File: src/rtl/iq_alloc_pkg.sv
package iq_alloc_pkg;

    // Sharing policy codes; values are part of the block's parameter contract.
    typedef enum logic [1:0] {
        SHARE_DYNAMIC = 2'd0,
        SHARE_SPLIT   = 2'd1,
        SHARE_CAP     = 2'd2
    } share_pol_e;

endpackage

File: src/rtl/iq_release_sum.sv
module iq_release_sum #(
    parameter int NTHR    = 4,
    parameter int ISSUE_W = 2,
    parameter int TW      = 2,
    parameter int CW      = 6,
    parameter int RW      = 6
) (
    input  logic [ISSUE_W-1:0]        iss_valid,
    input  logic [ISSUE_W*TW-1:0]     iss_tid,
    input  logic [ISSUE_W-1:0]        iss_mem,
    input  logic                      cmp_valid,
    input  logic [TW-1:0]             cmp_tid,
    input  logic                      sq_valid,
    input  logic [TW-1:0]             sq_tid,
    input  logic [CW-1:0]             sq_cnt,
    output logic [NTHR-1:0][RW-1:0]   rel_thr,
    output logic [RW-1:0]             rel_total
);

    // Per-thread sum of every release source seen this cycle.
    always_comb begin
        rel_thr   = '0;
        rel_total = '0;
        for (int s = 0; s < ISSUE_W; s++) begin
            if (iss_valid[s] && !iss_mem[s]) begin
                rel_thr[iss_tid[s*TW +: TW]] = rel_thr[iss_tid[s*TW +: TW]] + RW'(1);
            end
        end
        if (cmp_valid) begin
            rel_thr[cmp_tid] = rel_thr[cmp_tid] + RW'(1);
        end
        if (sq_valid) begin
            rel_thr[sq_tid] = rel_thr[sq_tid] + RW'(sq_cnt);
        end
        for (int t = 0; t < NTHR; t++) begin
            rel_total = rel_total + rel_thr[t];
        end
    end

endmodule

File: src/rtl/iq_limit_calc.sv
module iq_limit_calc
    import iq_alloc_pkg::*;
#(
    parameter share_pol_e POLICY  = SHARE_SPLIT,
    parameter int         ENTRIES = 32,
    parameter int         NTHR    = 4,
    parameter int         CAP_PCT = 50,
    parameter int         CW      = 6
) (
    input  logic                     clk,
    input  logic                     rst_n,
    input  logic [NTHR-1:0]          active_mask,
    output logic [NTHR-1:0][CW-1:0]  lim
);

    localparam int AW       = $clog2(NTHR + 1);
    localparam int CAP_LIM  = (ENTRIES * CAP_PCT) / 100;
    localparam int INIT_LIM = (POLICY == SHARE_DYNAMIC) ? ENTRIES :
                              (POLICY == SHARE_SPLIT)   ? (ENTRIES / NTHR) : CAP_LIM;

    typedef struct packed {
        logic [AW-1:0]            cnt;
        logic [NTHR-1:0][CW-1:0]  lim;
    } lim_st_t;

    lim_st_t       st_d, st_q;
    logic [AW-1:0] cnt_now;

    function automatic logic [CW-1:0] split_of(input logic [AW-1:0] k);
        logic [CW-1:0] r;
        r = CW'(ENTRIES);
        for (int j = 1; j <= NTHR; j++) begin
            if (k == AW'(j)) r = CW'(ENTRIES / j);
        end
        return r;
    endfunction

    always_comb begin
        st_d    = st_q;
        cnt_now = AW'($countones(active_mask));
        if (cnt_now != '0 && cnt_now != st_q.cnt) begin
            st_d.cnt = cnt_now;
            for (int t = 0; t < NTHR; t++) begin
                if (active_mask[t]) begin
                    if (POLICY == SHARE_SPLIT) begin
                        st_d.lim[t] = split_of(cnt_now);
                    end else if (POLICY == SHARE_CAP) begin
                        st_d.lim[t] = (cnt_now == AW'(1)) ? CW'(ENTRIES) : CW'(CAP_LIM);
                    end
                end
            end
        end
    end

    always_ff @(posedge clk) begin
        if (!rst_n) begin
            st_q.cnt <= AW'(NTHR);
            for (int t = 0; t < NTHR; t++) st_q.lim[t] <= CW'(INIT_LIM);
        end else begin
            st_q <= st_d;
        end
    end

    assign lim = st_q.lim;

    generate
        for (genvar g = 0; g < NTHR; g++) begin : g_lim_chk
            if (POLICY == SHARE_DYNAMIC) begin : g_dyn

                dyn_lim_chk: assert property (@(posedge clk) disable iff (!rst_n)
                    st_q.lim[g] == CW'(ENTRIES));
            end else if (POLICY == SHARE_SPLIT) begin : g_split

                split_lim_chk: assert property (@(posedge clk) disable iff (!rst_n)
                    (cnt_now != '0 && cnt_now != st_q.cnt && active_mask[g])
                    |=> st_q.lim[g] == CW'(ENTRIES / int'($past(cnt_now))));
            end else begin : g_cap

                cap_one_chk: assert property (@(posedge clk) disable iff (!rst_n)
                    (cnt_now == AW'(1) && st_q.cnt != AW'(1) && active_mask[g])
                    |=> st_q.lim[g] == CW'(ENTRIES));
            end
        end
    endgenerate

endmodule

File: src/rtl/iq_entry_alloc.sv
module iq_entry_alloc
    import iq_alloc_pkg::*;
#(
    parameter share_pol_e POLICY  = SHARE_SPLIT,
    parameter int         ENTRIES = 32,
    parameter int         NTHR    = 4,
    parameter int         ISSUE_W = 2,
    parameter int         CAP_PCT = 50,
    localparam int        CW      = $clog2(ENTRIES + 1),
    localparam int        TW      = (NTHR > 1) ? $clog2(NTHR) : 1
) (
    input  logic                  clk,
    input  logic                  rst_n,
    input  logic [NTHR-1:0]       active_mask,
    input  logic                  disp_valid,
    input  logic [TW-1:0]         disp_tid,
    output logic                  disp_err,
    input  logic [ISSUE_W-1:0]    iss_valid,
    input  logic [ISSUE_W*TW-1:0] iss_tid,
    input  logic [ISSUE_W-1:0]    iss_mem,
    input  logic                  cmp_valid,
    input  logic [TW-1:0]         cmp_tid,
    input  logic                  sq_valid,
    input  logic [TW-1:0]         sq_tid,
    input  logic [CW-1:0]         sq_cnt,
    output logic [CW-1:0]         glob_free,
    output logic                  glob_full,
    output logic [NTHR*CW-1:0]    thr_free,
    output logic [NTHR-1:0]       thr_full
);

    localparam int RW = $clog2(ENTRIES + ISSUE_W + 2);

    typedef struct packed {
        logic [NTHR-1:0][CW-1:0] occ;
        logic [CW-1:0]           gfree;
    } cnt_st_t;

    cnt_st_t                 st_d, st_q;
    logic [NTHR-1:0][CW-1:0] lim;
    logic [NTHR-1:0][RW-1:0] rel_thr;
    logic [RW-1:0]           rel_total;
    logic [NTHR-1:0][CW-1:0] free_t;
    logic                    disp_ok;

    iq_limit_calc #(
        .POLICY(POLICY), .ENTRIES(ENTRIES), .NTHR(NTHR), .CAP_PCT(CAP_PCT), .CW(CW)
    ) i_limit (
        .clk(clk), .rst_n(rst_n), .active_mask(active_mask), .lim(lim)
    );

    iq_release_sum #(
        .NTHR(NTHR), .ISSUE_W(ISSUE_W), .TW(TW), .CW(CW), .RW(RW)
    ) i_release (
        .iss_valid(iss_valid), .iss_tid(iss_tid), .iss_mem(iss_mem),
        .cmp_valid(cmp_valid), .cmp_tid(cmp_tid),
        .sq_valid(sq_valid), .sq_tid(sq_tid), .sq_cnt(sq_cnt),
        .rel_thr(rel_thr), .rel_total(rel_total)
    );

    always_comb begin
        for (int t = 0; t < NTHR; t++) begin
            free_t[t]            = (lim[t] > st_q.occ[t]) ? (lim[t] - st_q.occ[t]) : '0;
            thr_full[t]          = (free_t[t] == '0);
            thr_free[t*CW +: CW] = free_t[t];
        end
        glob_full = (st_q.gfree == '0);
        glob_free = st_q.gfree;
        disp_ok   = disp_valid && !thr_full[disp_tid] && !glob_full;
        disp_err  = disp_valid && !disp_ok;

        st_d = st_q;
        for (int t = 0; t < NTHR; t++) begin
            st_d.occ[t] = st_q.occ[t] - CW'(rel_thr[t])
                        + ((disp_ok && disp_tid == TW'(t)) ? CW'(1) : CW'(0));
        end
        st_d.gfree = st_q.gfree + CW'(rel_total) - (disp_ok ? CW'(1) : CW'(0));
    end

    always_ff @(posedge clk) begin
        if (!rst_n) begin
            st_q.occ   <= '0;
            st_q.gfree <= CW'(ENTRIES);
        end else begin
            st_q <= st_d;
        end
    end

    // Checker helpers
    int   occ_sum;
    logic rel_bad;
    always_comb begin
        occ_sum = 0;
        rel_bad = 1'b0;
        for (int t = 0; t < NTHR; t++) begin
            occ_sum = occ_sum + int'(st_q.occ[t]);
            if (rel_thr[t] > RW'(st_q.occ[t])) rel_bad = 1'b1;
        end
    end


    glob_sum_chk: assert property (@(posedge clk) disable iff (!rst_n)
        int'(st_q.gfree) == ENTRIES - occ_sum);


    rej_stable_chk: assert property (@(posedge clk) disable iff (!rst_n)
        (disp_err && rel_total == '0) |=> $stable(st_q.gfree));


    take_one_chk: assert property (@(posedge clk) disable iff (!rst_n)
        (disp_valid && !disp_err && rel_total == '0) |=> st_q.gfree == $past(st_q.gfree) - CW'(1));


    no_overflow_chk: assert property (@(posedge clk) disable iff (!rst_n)
        !rel_bad);

endmodule

File: config.mk
export PLATFORM = sky130hd
export DESIGN_NAME = iq_entry_alloc
export DESIGN_NICKNAME = d
export VERILOG_FILES = /design/src/rtl/iq_alloc_pkg.sv /design/src/rtl/iq_release_sum.sv /design/src/rtl/iq_limit_calc.sv /design/src/rtl/iq_entry_alloc.sv
export SDC_FILE = /design/constraint.sdc
export NUM_CORES = 1
export LEC_CHECK = 0
export ABC_AREA = 1
export BUFFER_PORTS_ARGS = -buffer_cell sky130_fd_sc_hd__buf_4
export CAP_MARGIN = 20
export CORE_MARGIN = 3
export CORE_UTILIZATION = 44
export CTS_CLUSTER_DIAMETER = 100
export DETAILED_ROUTE_END_ITERATION = 12
export PLACE_DENSITY_LB_ADDON = 0.1
export SLEW_MARGIN = 20
export SYNTH_ARGS = -nofsm -noshare
export SYNTH_HDL_FRONTEND = slang
export SYNTH_HIERARCHICAL = 1
export SYNTH_SLANG_ARGS = --single-unit
File: constraint.sdc
create_clock -name clk -period 8.1 [get_ports clk]
set_input_delay 0.405 -clock clk [delete_from_list [all_inputs] [get_ports clk]]
set_output_delay 0.405 -clock clk [all_outputs]
set_load 0.02 [all_outputs]
# Word level (Yosys, flattened, before mapping)
# Index checks and enable logic that the tools add are counted.
# totals
ff_bits,57
word_cells,122
inputBits,29
# op_classes
order_cmp,13
bitwise,1
mux,37
n_reduce_logical,30
n_eq_ne,7
n_addsub,24
# ops
op,count
2-to-1 mux 24 bit,4
2-to-1 mux 6 bit,15
bitwise mux 24 bit,3
binary-select mux 6 bit (select 2 bit),4
demux 6 bit (select 2 bit),4
subtractor 6 bit,8
adder 6 bit,5
logical NOT 6 bit,5
adder 6 x 1 -> 6 bit,4
AND 24 bit,1
> comparator 6 bit,4
adder 6 x 1 -> 6 bit (second input constant),3
< comparator 2 x 3 -> 1 bit (second input constant),5
logical AND 1 bit,14
greater-or-equal comparator 2 x 1 -> 1 bit (second input constant),4
AND reduction 2 bit,4
== test 3 x 2 -> 1 bit (second input constant),2
2-to-1 mux 1 bit,6
subtractor 6 x 1 -> 6 bit,1
logical NOT 1 bit,5
adder 1 x 1 -> 2 bit,2
== test 2 bit (second input constant),2
adder 3 bit,1
== test 3 bit (second input constant),1
other kinds (5),5

# Logic depth before layout (Yosys ltp)
# Gate-level depths: netlist (run 1).
# depth
depth_word,26
depth_mapped,40
mapped_depth_nobuf,40

# Hierarchy
# The synthesis (run 1) kept the hierarchy.
# modules_own_cells
mod,cells_each,instances,area_each_um2,seq_area_each_um2
iq_entry_alloc,555,1,3762.4,600.6
iq_release_sum,281,1,1551.5,0.0
iq_limit_calc,166,1,1159.9,380.4

# Worst setup path after synthesis (run 1)
# OpenSTA, ideal clock, no wires.
# synth_path
path_type,input to register
start,input iss_valid[1]
end,register st_q (netlist bit glob_free[4])
slack_ps,2470
n_path_buf,0
setup_time_ps,70
required_time_ps,8030
stages,34
arrival_time_ps,5560
cell_sequence,inv_1 -> nor2_8 -> inv_1 -> nand3_1 -> nand2_1 -> nand2_1 -> nand4_1 -> ha_1 -> o21ai_1 -> and2_4 -> a21oi_4 -> nand3_1 -> fa_1 -> inv_1 -> nand2_1 -> o21ai_0 -> fa_1 -> inv_1 -> fa_1 -> inv_1 -> ha_1 -> inv_1 -> fa_1 -> inv_1 -> inv_1 -> ha_1 -> inv_1 -> ha_1 -> nand2_1 -> inv_1 -> or2_2 -> a21oi_1 -> o21ai_0 -> a21oi_1
# synth_rtl
item,line_no,rtl
start: declaration,iq_entry_alloc.sv:18,"input logic [ISSUE_W-1:0] iss_valid,"
end signal: assignment,iq_entry_alloc.sv:85,st_q <= st_d;
end: declaration,iq_entry_alloc.sv:39,"cnt_st_t st_d, st_q;"

==> results.yml, run 1 <==
timing:
  period_needed_ns: 6.03
  hold_violations: 0
  hold_ws_ns: 0.394
  slew-limit-headroom_pct: 63.7
  max_freq_ghz: 0.166
  finalSetupTns_ns: 0
  slew_viol_final: 0
  grt_setup_unrepaired: "no"
  tightest_slew_ns: 0.539
  skew_ns: 0.0106
  final-setup-viol-count: 0
  period_share_pct: 74.4
final_layout:
  layout.nets: 1177
  final_common_cell: "inv_1"
  final_cell_mix: "inv_1 (234), nand2_1 (222), ha_1 (85), nor2_1 (84), buf_4 (64)"
  fillers: 1509
  drive_above_1_share_pct: 12.8
  regArea_um2: 981
  multi_input_area_mm2: 0.00430
  area_delta_synth_final_pct: 9.24
  diodes: 0
power:
  ir_drop_mv: 0.308
  power.density_mw_per_mm2: 370
  p_leak_nw: 4.08
grt:
  grt_use_total_pct: 18.8
  grt_pass1_vias: 5449
  grt_overflow: 0
  grt_max_degree: 49
  antenna_found_initial: 0
  grt_pass1_wl_mm: 25.0
floorplanning:
  boundaryPins: 65
  die_area_mm2: 0.0162
  coreArea_mm2: 0.0141
  die_h_um: 127
  start_util_pct: 45.8
  num_rows: 43
  chipWidth_um: 127
setup_path:
  worst_setup_path_start_kind: "primary input"
  cp_max_fo: 4
  slowest_stage: "fa_1"
  cp_data_arrival_time_ns: 6.27
  cp-end-kind: "register"
  rr_startpoint: "st_q[18]"
  required_ns: 8.34
  crit_path_max_incr_delay_ns: 0.57
  crit-reg2reg-capture: "glob_free[4]"
  worstRegToRegCells: 23
  crit_path_frequent_cell: "inv_1"
  r2r_setup_slack_ns: 4.40
  crit_end: "glob_free[4]"
  cp-startpoint: "iss_tid[1]"
  worstSetupPathType: "in -> reg"
route:
  drtAntennaViolNets: 0
  vias_per_cell: 4.68
  vias: 5727
  drc_errors: 0
  drt_iter0_drc: 225
  drt-wirelength-per-cell_um: 11.8
  dr.pass1.iters: 6
  finalWirelength_mm: 14.5
clock_tree:
  tritoncts: "yes"
  cts_inserted_buffers: 5
  cts_max_level: 2
  post_cts_resized: 0
  cts_sinks: 49
  cts.clk_slew.worst_paths_ns: 0.08
  postCtsSetupBuffers: 0
  cts_hold_buf: 0
  clk_latency_ns: 0.31
  root_buffer: "clkbuf_16"
  cts_max_path_buffers: 2
placement:
  place.gp.congestion: 0.892
  dp_hpwl_mm: 12.3
  io_buffer_count: 64
logic_synthesis:
  synth_area_leaders: "ha_1 (16%), dfxtp_1 (15%), inv_1 (14%)"
  synth_seq_cells: 49
  synth_cells: 1002
  seq_area_frac_synth_pct: 15.2
  ys_warn_count: 6
  yosysTopAreaCell: "ha_1"
  yosysUniqueCellTypes: 42
  yosysTopAreaCellShare_pct: 16.4
  synth_area_per_cell_um2: 6.46
  syn_area_mm2: 0.00647
job:
  maxCapViolCount: 0
worst_hold_path:
  hp-class: "in -> reg"
status:
  status: "completed"
[metal layers]
layer  track usage (%)  routed length [um]  vias to the layer above
met3              2.93                 453                       10
met4              4.48                 129                        0
li1                  -                   -                     3143
met1              25.3                7250                     2497
met5                 0                   0                        -
met2              31.7                6630                       77
[synthesized netlist by cell type]
| library cell | instances |
|---|---|
| o31ai_1 | 1 |
| nor2_1 | 84 |
| xor2_1 | 10 |
| nor2_2 | 8 |
| nor2_8 | 1 |
| nor3_1 | 3 |
| inv_2 | 16 |
| nand3_4 | 2 |
| or2_2 | 2 |
| nand2_2 | 7 |
| o21ai_2 | 5 |
| clkbuf_1 | 3 |
| a21oi_2 | 2 |
| dfxtp_1 | 49 |
| clkbuf_8 | 1 |
| nand4_1 | 21 |
| or2_1 | 3 |
| a31oi_1 | 5 |
| nand3_1 | 51 |
| a21o_1 | 5 |
| nand3b_1 | 3 |
| xnor2_1 | 15 |
| nor2_4 | 5 |
| o22ai_1 | 1 |
| o21bai_1 | 5 |
| nand2_4 | 2 |
| a21oi_4 | 1 |
| and2_4 | 1 |
| a211oi_1 | 1 |
| nand3_2 | 10 |
| fa_1 | 21 |
| nand2_1 | 222 |
| buf_4 | 33 |
| ha_1 | 85 |
| o21ai_1 | 6 |
| a21oi_1 | 38 |
| conb_1 | 1 |
| buf_6 | 1 |
| and2_1 | 2 |
| inv_1 | 234 |
| o21ai_0 | 32 |
| nor4_1 | 4 |
[worst max-delay path: cells and delay by family]
family | cells | cell delay, ns
adder cells (fa/ha/maj) | 8 | 3.13
AND/OR/NAND/NOR | 12 | 1.39
AO/OA/AOI/OAI | 5 | 0.78
buffers and inverters | 9 | 0.53
[cell families (layout without fill, tap and decap cells)]
group                    count (synthesis)  in the layout  synth area share [%]
buffers and inverters                  288            322                  18.9
AND/OR/NAND/NOR                        431            431                  30.6
AO/OA/AOI/OAI                          102            102                  9.05
XOR/XNOR                                25             25                  3.38
other                                    1              8                0.0579
adder cells (fa/ha/maj)                106            106                  22.9
flip-flops                              49             49                  15.2
[where the power goes]
| part | switching, mW | internal [mW] | leakage (nW) |
|---|---|---|---|
| clock | 0.106 | 0.117 | 0.0708 |
| sequential | 0.0591 | 0.329 | 0.408 |
| combinational | 1.20 | 0.802 | 3.61 |
[worst min path at each step]
stage / start / depth (start not counted) / end / slack [ns]
final: active_mask[3] / 3 / i_limit/lim[21] / 0.39
after CTS: active_mask[3] / 3 / i_limit/lim[21] / 0.38
after detailed placement: i_limit/st_q[26] / 2 / i_limit/st_q[26] / 0.47
after global placement: i_limit/st_q[26] / 2 / i_limit/st_q[26] / 0.47
after floorplan: i_limit/lim[15] / 2 / i_limit/lim[15] / 0.43
after global routing: active_mask[3] / 3 / i_limit/lim[21] / 0.39
[sequential cells by signal, summed over array words and instances (netlist names)]
register      flops
glob_free         6
i_limit/st_q      3
i_limit/lim      16
st_q             24
[stage by stage]
stage | instances | setup WS [ns] | utilization [%] | power [mW] | cell area, um2
finish | 1223 | 2.07 | 50.0 | 2.62 | 7070
floorplan | 1009 | 2.47 | - | 1.91 | 6500
global placement | 1215 | 1.76 | 48.9 | 2.40 | 6920
CTS | 1223 | 2.05 | 50.0 | 2.65 | 7070
detailed placement | 1215 | 1.74 | 48.9 | 2.41 | 6920
global route | 1223 | 1.53 | 50.0 | 2.96 | 7070
[cell type report]
type | instances | area share, %
multi-input combinational | 672 | 60.8
sequential | 49 | 13.9
timing repair buffer | 64 | 6.79
clock buffer | 5 | 1.77
inverter | 250 | 13.3
tap | 180 | 3.18
clock inverter | 3 | 0.354
No activity file was read; power rests on OpenSTA's default activity.
==> inputs of run 2 (changes only) <==
--- a/config.mk
+++ b/config.mk
@@ -5,7 +5,7 @@
 export SDC_FILE = /design/constraint.sdc
 export NUM_CORES = 1
 export LEC_CHECK = 0
-export ABC_AREA = 1
+export ABC_AREA = 0
 export BUFFER_PORTS_ARGS = -buffer_cell sky130_fd_sc_hd__buf_4
 export CAP_MARGIN = 20
 export CORE_MARGIN = 3
==> constraint.sdc (replaced) <==
create_clock -name clk -period 5.4 [get_ports clk]
set_input_delay 0.27 -clock clk [delete_from_list [all_inputs] [get_ports clk]]
set_output_delay 0.27 -clock clk [all_outputs]
set_load 0.02 [all_outputs]
==> run 2 against run 1 <==
  * The run now ends with negative setup slack left
  * Synthesized cell count fell by 19%
  * Highest routed layer unchanged
  * Worst hold slack got worse by 0.0097 ns
  * Largest power group unchanged
  * Total power grew 59%
  * Design area increased by 11%
  * Critical endpoint is now glob_free[5]
==> results.yml, run 2 <==
status:
  status: "complete, but fails checks"
  failed_checks: "negative setup slack"
clock_tree:
  cts_max_level: 2
  cts_max_path_buffers: 2
  clk_latency_ns: 0.30
  cts_inserted_buffers: 5
  root_buffer: "clkbuf_16"
  cts_sinks: 49
  cts.clk_slew.worst_paths_ns: 0.07
  tritoncts: "yes"
setup_path:
  cp-end-kind: "register"
  crit_path_max_incr_delay_ns: 0.56
  worstSetupPathType: "in -> reg"
  cp_data_arrival_time_ns: 5.98
  slowest_stage: "or4b_4"
  worst_setup_path_start_kind: "primary input"
  required_ns: 5.58
  cp_max_fo: 5
power:
  netSwitchingFraction_pct: 47.3
  internal_power_mw: 2.19
  p_clk_share_pct: 7.8
  ir_drop_mv: 0.375
  power.share.sequential_pct: 13.5
  power.density_mw_per_mm2: 528
  power.switching_mw: 1.97
  power_frac_comb_pct: 78.7
  power_mw: 4.16
  p_leak_nw: 3.67
timing:
  worst_slack_ns: -0.398
  tightest_slew_ns: 0.518
  slew_viol_final: 0
  period_needed_ns: 5.80
  period_share_pct: 107
  final-setup-viol-count: 4
  skew_ns: 0.00622
  max_freq_ghz: 0.172
  slew-limit-headroom_pct: 65.4
  hold_violations: 0
  grt_setup_unrepaired: "yes"
floorplanning:
  boundaryPins: 65
  die_h_um: 128
  start_util_pct: 45.2
  chipWidth_um: 128
  num_rows: 44
  die_area_mm2: 0.0165
  coreArea_mm2: 0.0146
logic_synthesis:
  seq_area_frac_synth_pct: 14.9
  synthAdderAreaFrac_pct: 22.5
  synth_area_leaders: "ha_1 (16%), dfxtp_1 (15%), inv_1 (6.7%)"
  synth-compound-area-share_pct: 16.1
  synth_xor_area_share_pct: 8.70
  synth_edf_count: 0
  yosysTopAreaCell: "ha_1"
  yosysMostFrequentCell: "inv_1"
  synth_cells: 807
  synthMuxAreaShare_pct: 3.70
  synth_area_per_cell_um2: 8.18
  yosysUniqueCellTypes: 82
  ys_warn_count: 6
  syn_area_mm2: 0.00660
  synth_seq_cells: 49
  async_flop_share_pct: 0
  synth_flop_cell: "dfxtp_1"
  yosysTopAreaCellShare_pct: 16.1
  synth-simple-area-share_pct: 21.9
  synth_top_family_by_area: "adder cells"
  synth_common_cells: "inv_1 (118), ha_1 (85), nor2_1 (61)"
final_layout:
  final_cell_mix: "buf_4 (119), inv_1 (108), ha_1 (74), nor2_1 (59), dfxtp_1 (49)"
  multi_input_area_mm2: 0.00514
  largest-register: "st_q"
  final_common_cell: "buf_4"
  regArea_um2: 981
  fillers: 1381
  drive_above_1_share_pct: 24.0
  diodes: 0
  largest_reg_flops: 24
  layout.nets: 1026
  area_delta_synth_final_pct: 19.4
job:
  maxCapViolCount: 0
route:
  vias_per_cell: 5.24
  vias: 5642
  met2_length_mm: 7.47
  dr.pass1.iters: 4
  drtAntennaViolNets: 0
  wl_met1_mm: 7.64
  finalWirelength_mm: 15.8
  drc_errors: 0
  drt_iter0_drc: 256
  drt-wirelength-per-cell_um: 14.7
  wl_met3_um: 434
  top_layer: "met4"
grt:
  grt_use_total_pct: 19.3
  grt_max_degree: 53
  grt_pass1_vias: 5666
  grt_overflow: 0
  grt_pass1_wl_mm: 26.4
  antenna_found_initial: 0
placement:
  place.gp.congestion: 0.895
  place_ws_ns: -0.885
  io_buffer_count: 64
  dp_hpwl_mm: 12.8
worst_hold_path:
  hp-class: "in -> reg"
==> run 2: layout make-up <==
cell class / instances / share of cell area (%)
multi-input combinational: 594 / 65.3
clock buffer: 5 / 1.59
sequential: 49 / 12.5
timing repair buffer: 122 / 11.8
tap: 184 / 2.92
inverter: 119 / 5.70
clock inverter: 3 / 0.286
==> run 2: layer usage <==
metal,up-vias,global-route usage [%]
li1,2866,-
met1,2659,26.3
met2,98,32.2
met3,19,2.37
met4,0,5.43
met5,-,0
==> run 2: critical path, delay by kind of cell <==
family | cells | cell delay (ns)
AO/OA/AOI/OAI | 6 | 0.81
AND/OR/NAND/NOR | 6 | 1.36
XOR/XNOR | 3 | 0.50
adder cells (fa/ha/maj) | 7 | 2.62
buffers and inverters | 5 | 0.42
==> run 2: metrics by stage <==
stage / setup TNS [ns] / hold WS, ns / utilization, % / instances / cell area (um2)
4_1_cts: -1.15 / 0.380 / 52.6 / 1071 / 7670
2_1_floorplan: -1.09 / 0.435 / - / 814 / 6720
3_3_place_gp: -2.28 / 0.452 / 50.9 / 1060 / 7430
6_report: -1.25 / 0.384 / 54.0 / 1076 / 7880
5_1_grt: -2.31 / 0.422 / 54.0 / 1076 / 7880
3_5_place_dp: -3.01 / 0.458 / 50.9 / 1060 / 7430
==> run 2: timing repair <==
item,in CTS,in global routing
hold endpoints to repair,0,0
buffers inserted,3,5
hold buffers,0,0
pin swaps,10,33
setup endpoints to repair,4,5
gates resized for setup,18,29
==> run 2: kinds of logic (layout without fill, tap and decap cells) <==
kind of cell               Yosys count  after routing
AOI/OAI and AO/OA                  155            155
other                                1              8
muxes                               24             24
DFF                                 49             49
xor gates and xnor gates            60             60
buffers and inverters              171            249
adders and majority gates          106            106
and+or+nand+nor                    241            241
==> run 2: path summary, 6_finish.rpt <==
| path | start | endpoint | slack, ns | cells after the start |
|---|---|---|---|---|
| setup / recovery | cmp_tid[1] | glob_free[5] | -0.40 | 27 |
| hold / removal | rst_n | glob_free[5] | 0.38 | 2 |
| setup reg to reg | st_q[24] | glob_free[4] | 1.14 | 19 |
| hold reg to reg | i_limit/lim[10] | i_limit/lim[10] | 0.47 | 2 |
==> run 2: power groups by stage <==
stage	logic (mW)	clock network (mW)	registers [mW]
after floorplan	2.37	0	0.539
after global placement	3.05	0	0.568
after detailed placement	3.11	0	0.570
after CTS	3.15	0.338	0.563
after global routing	3.65	0.352	0.575
final	3.27	0.326	0.561
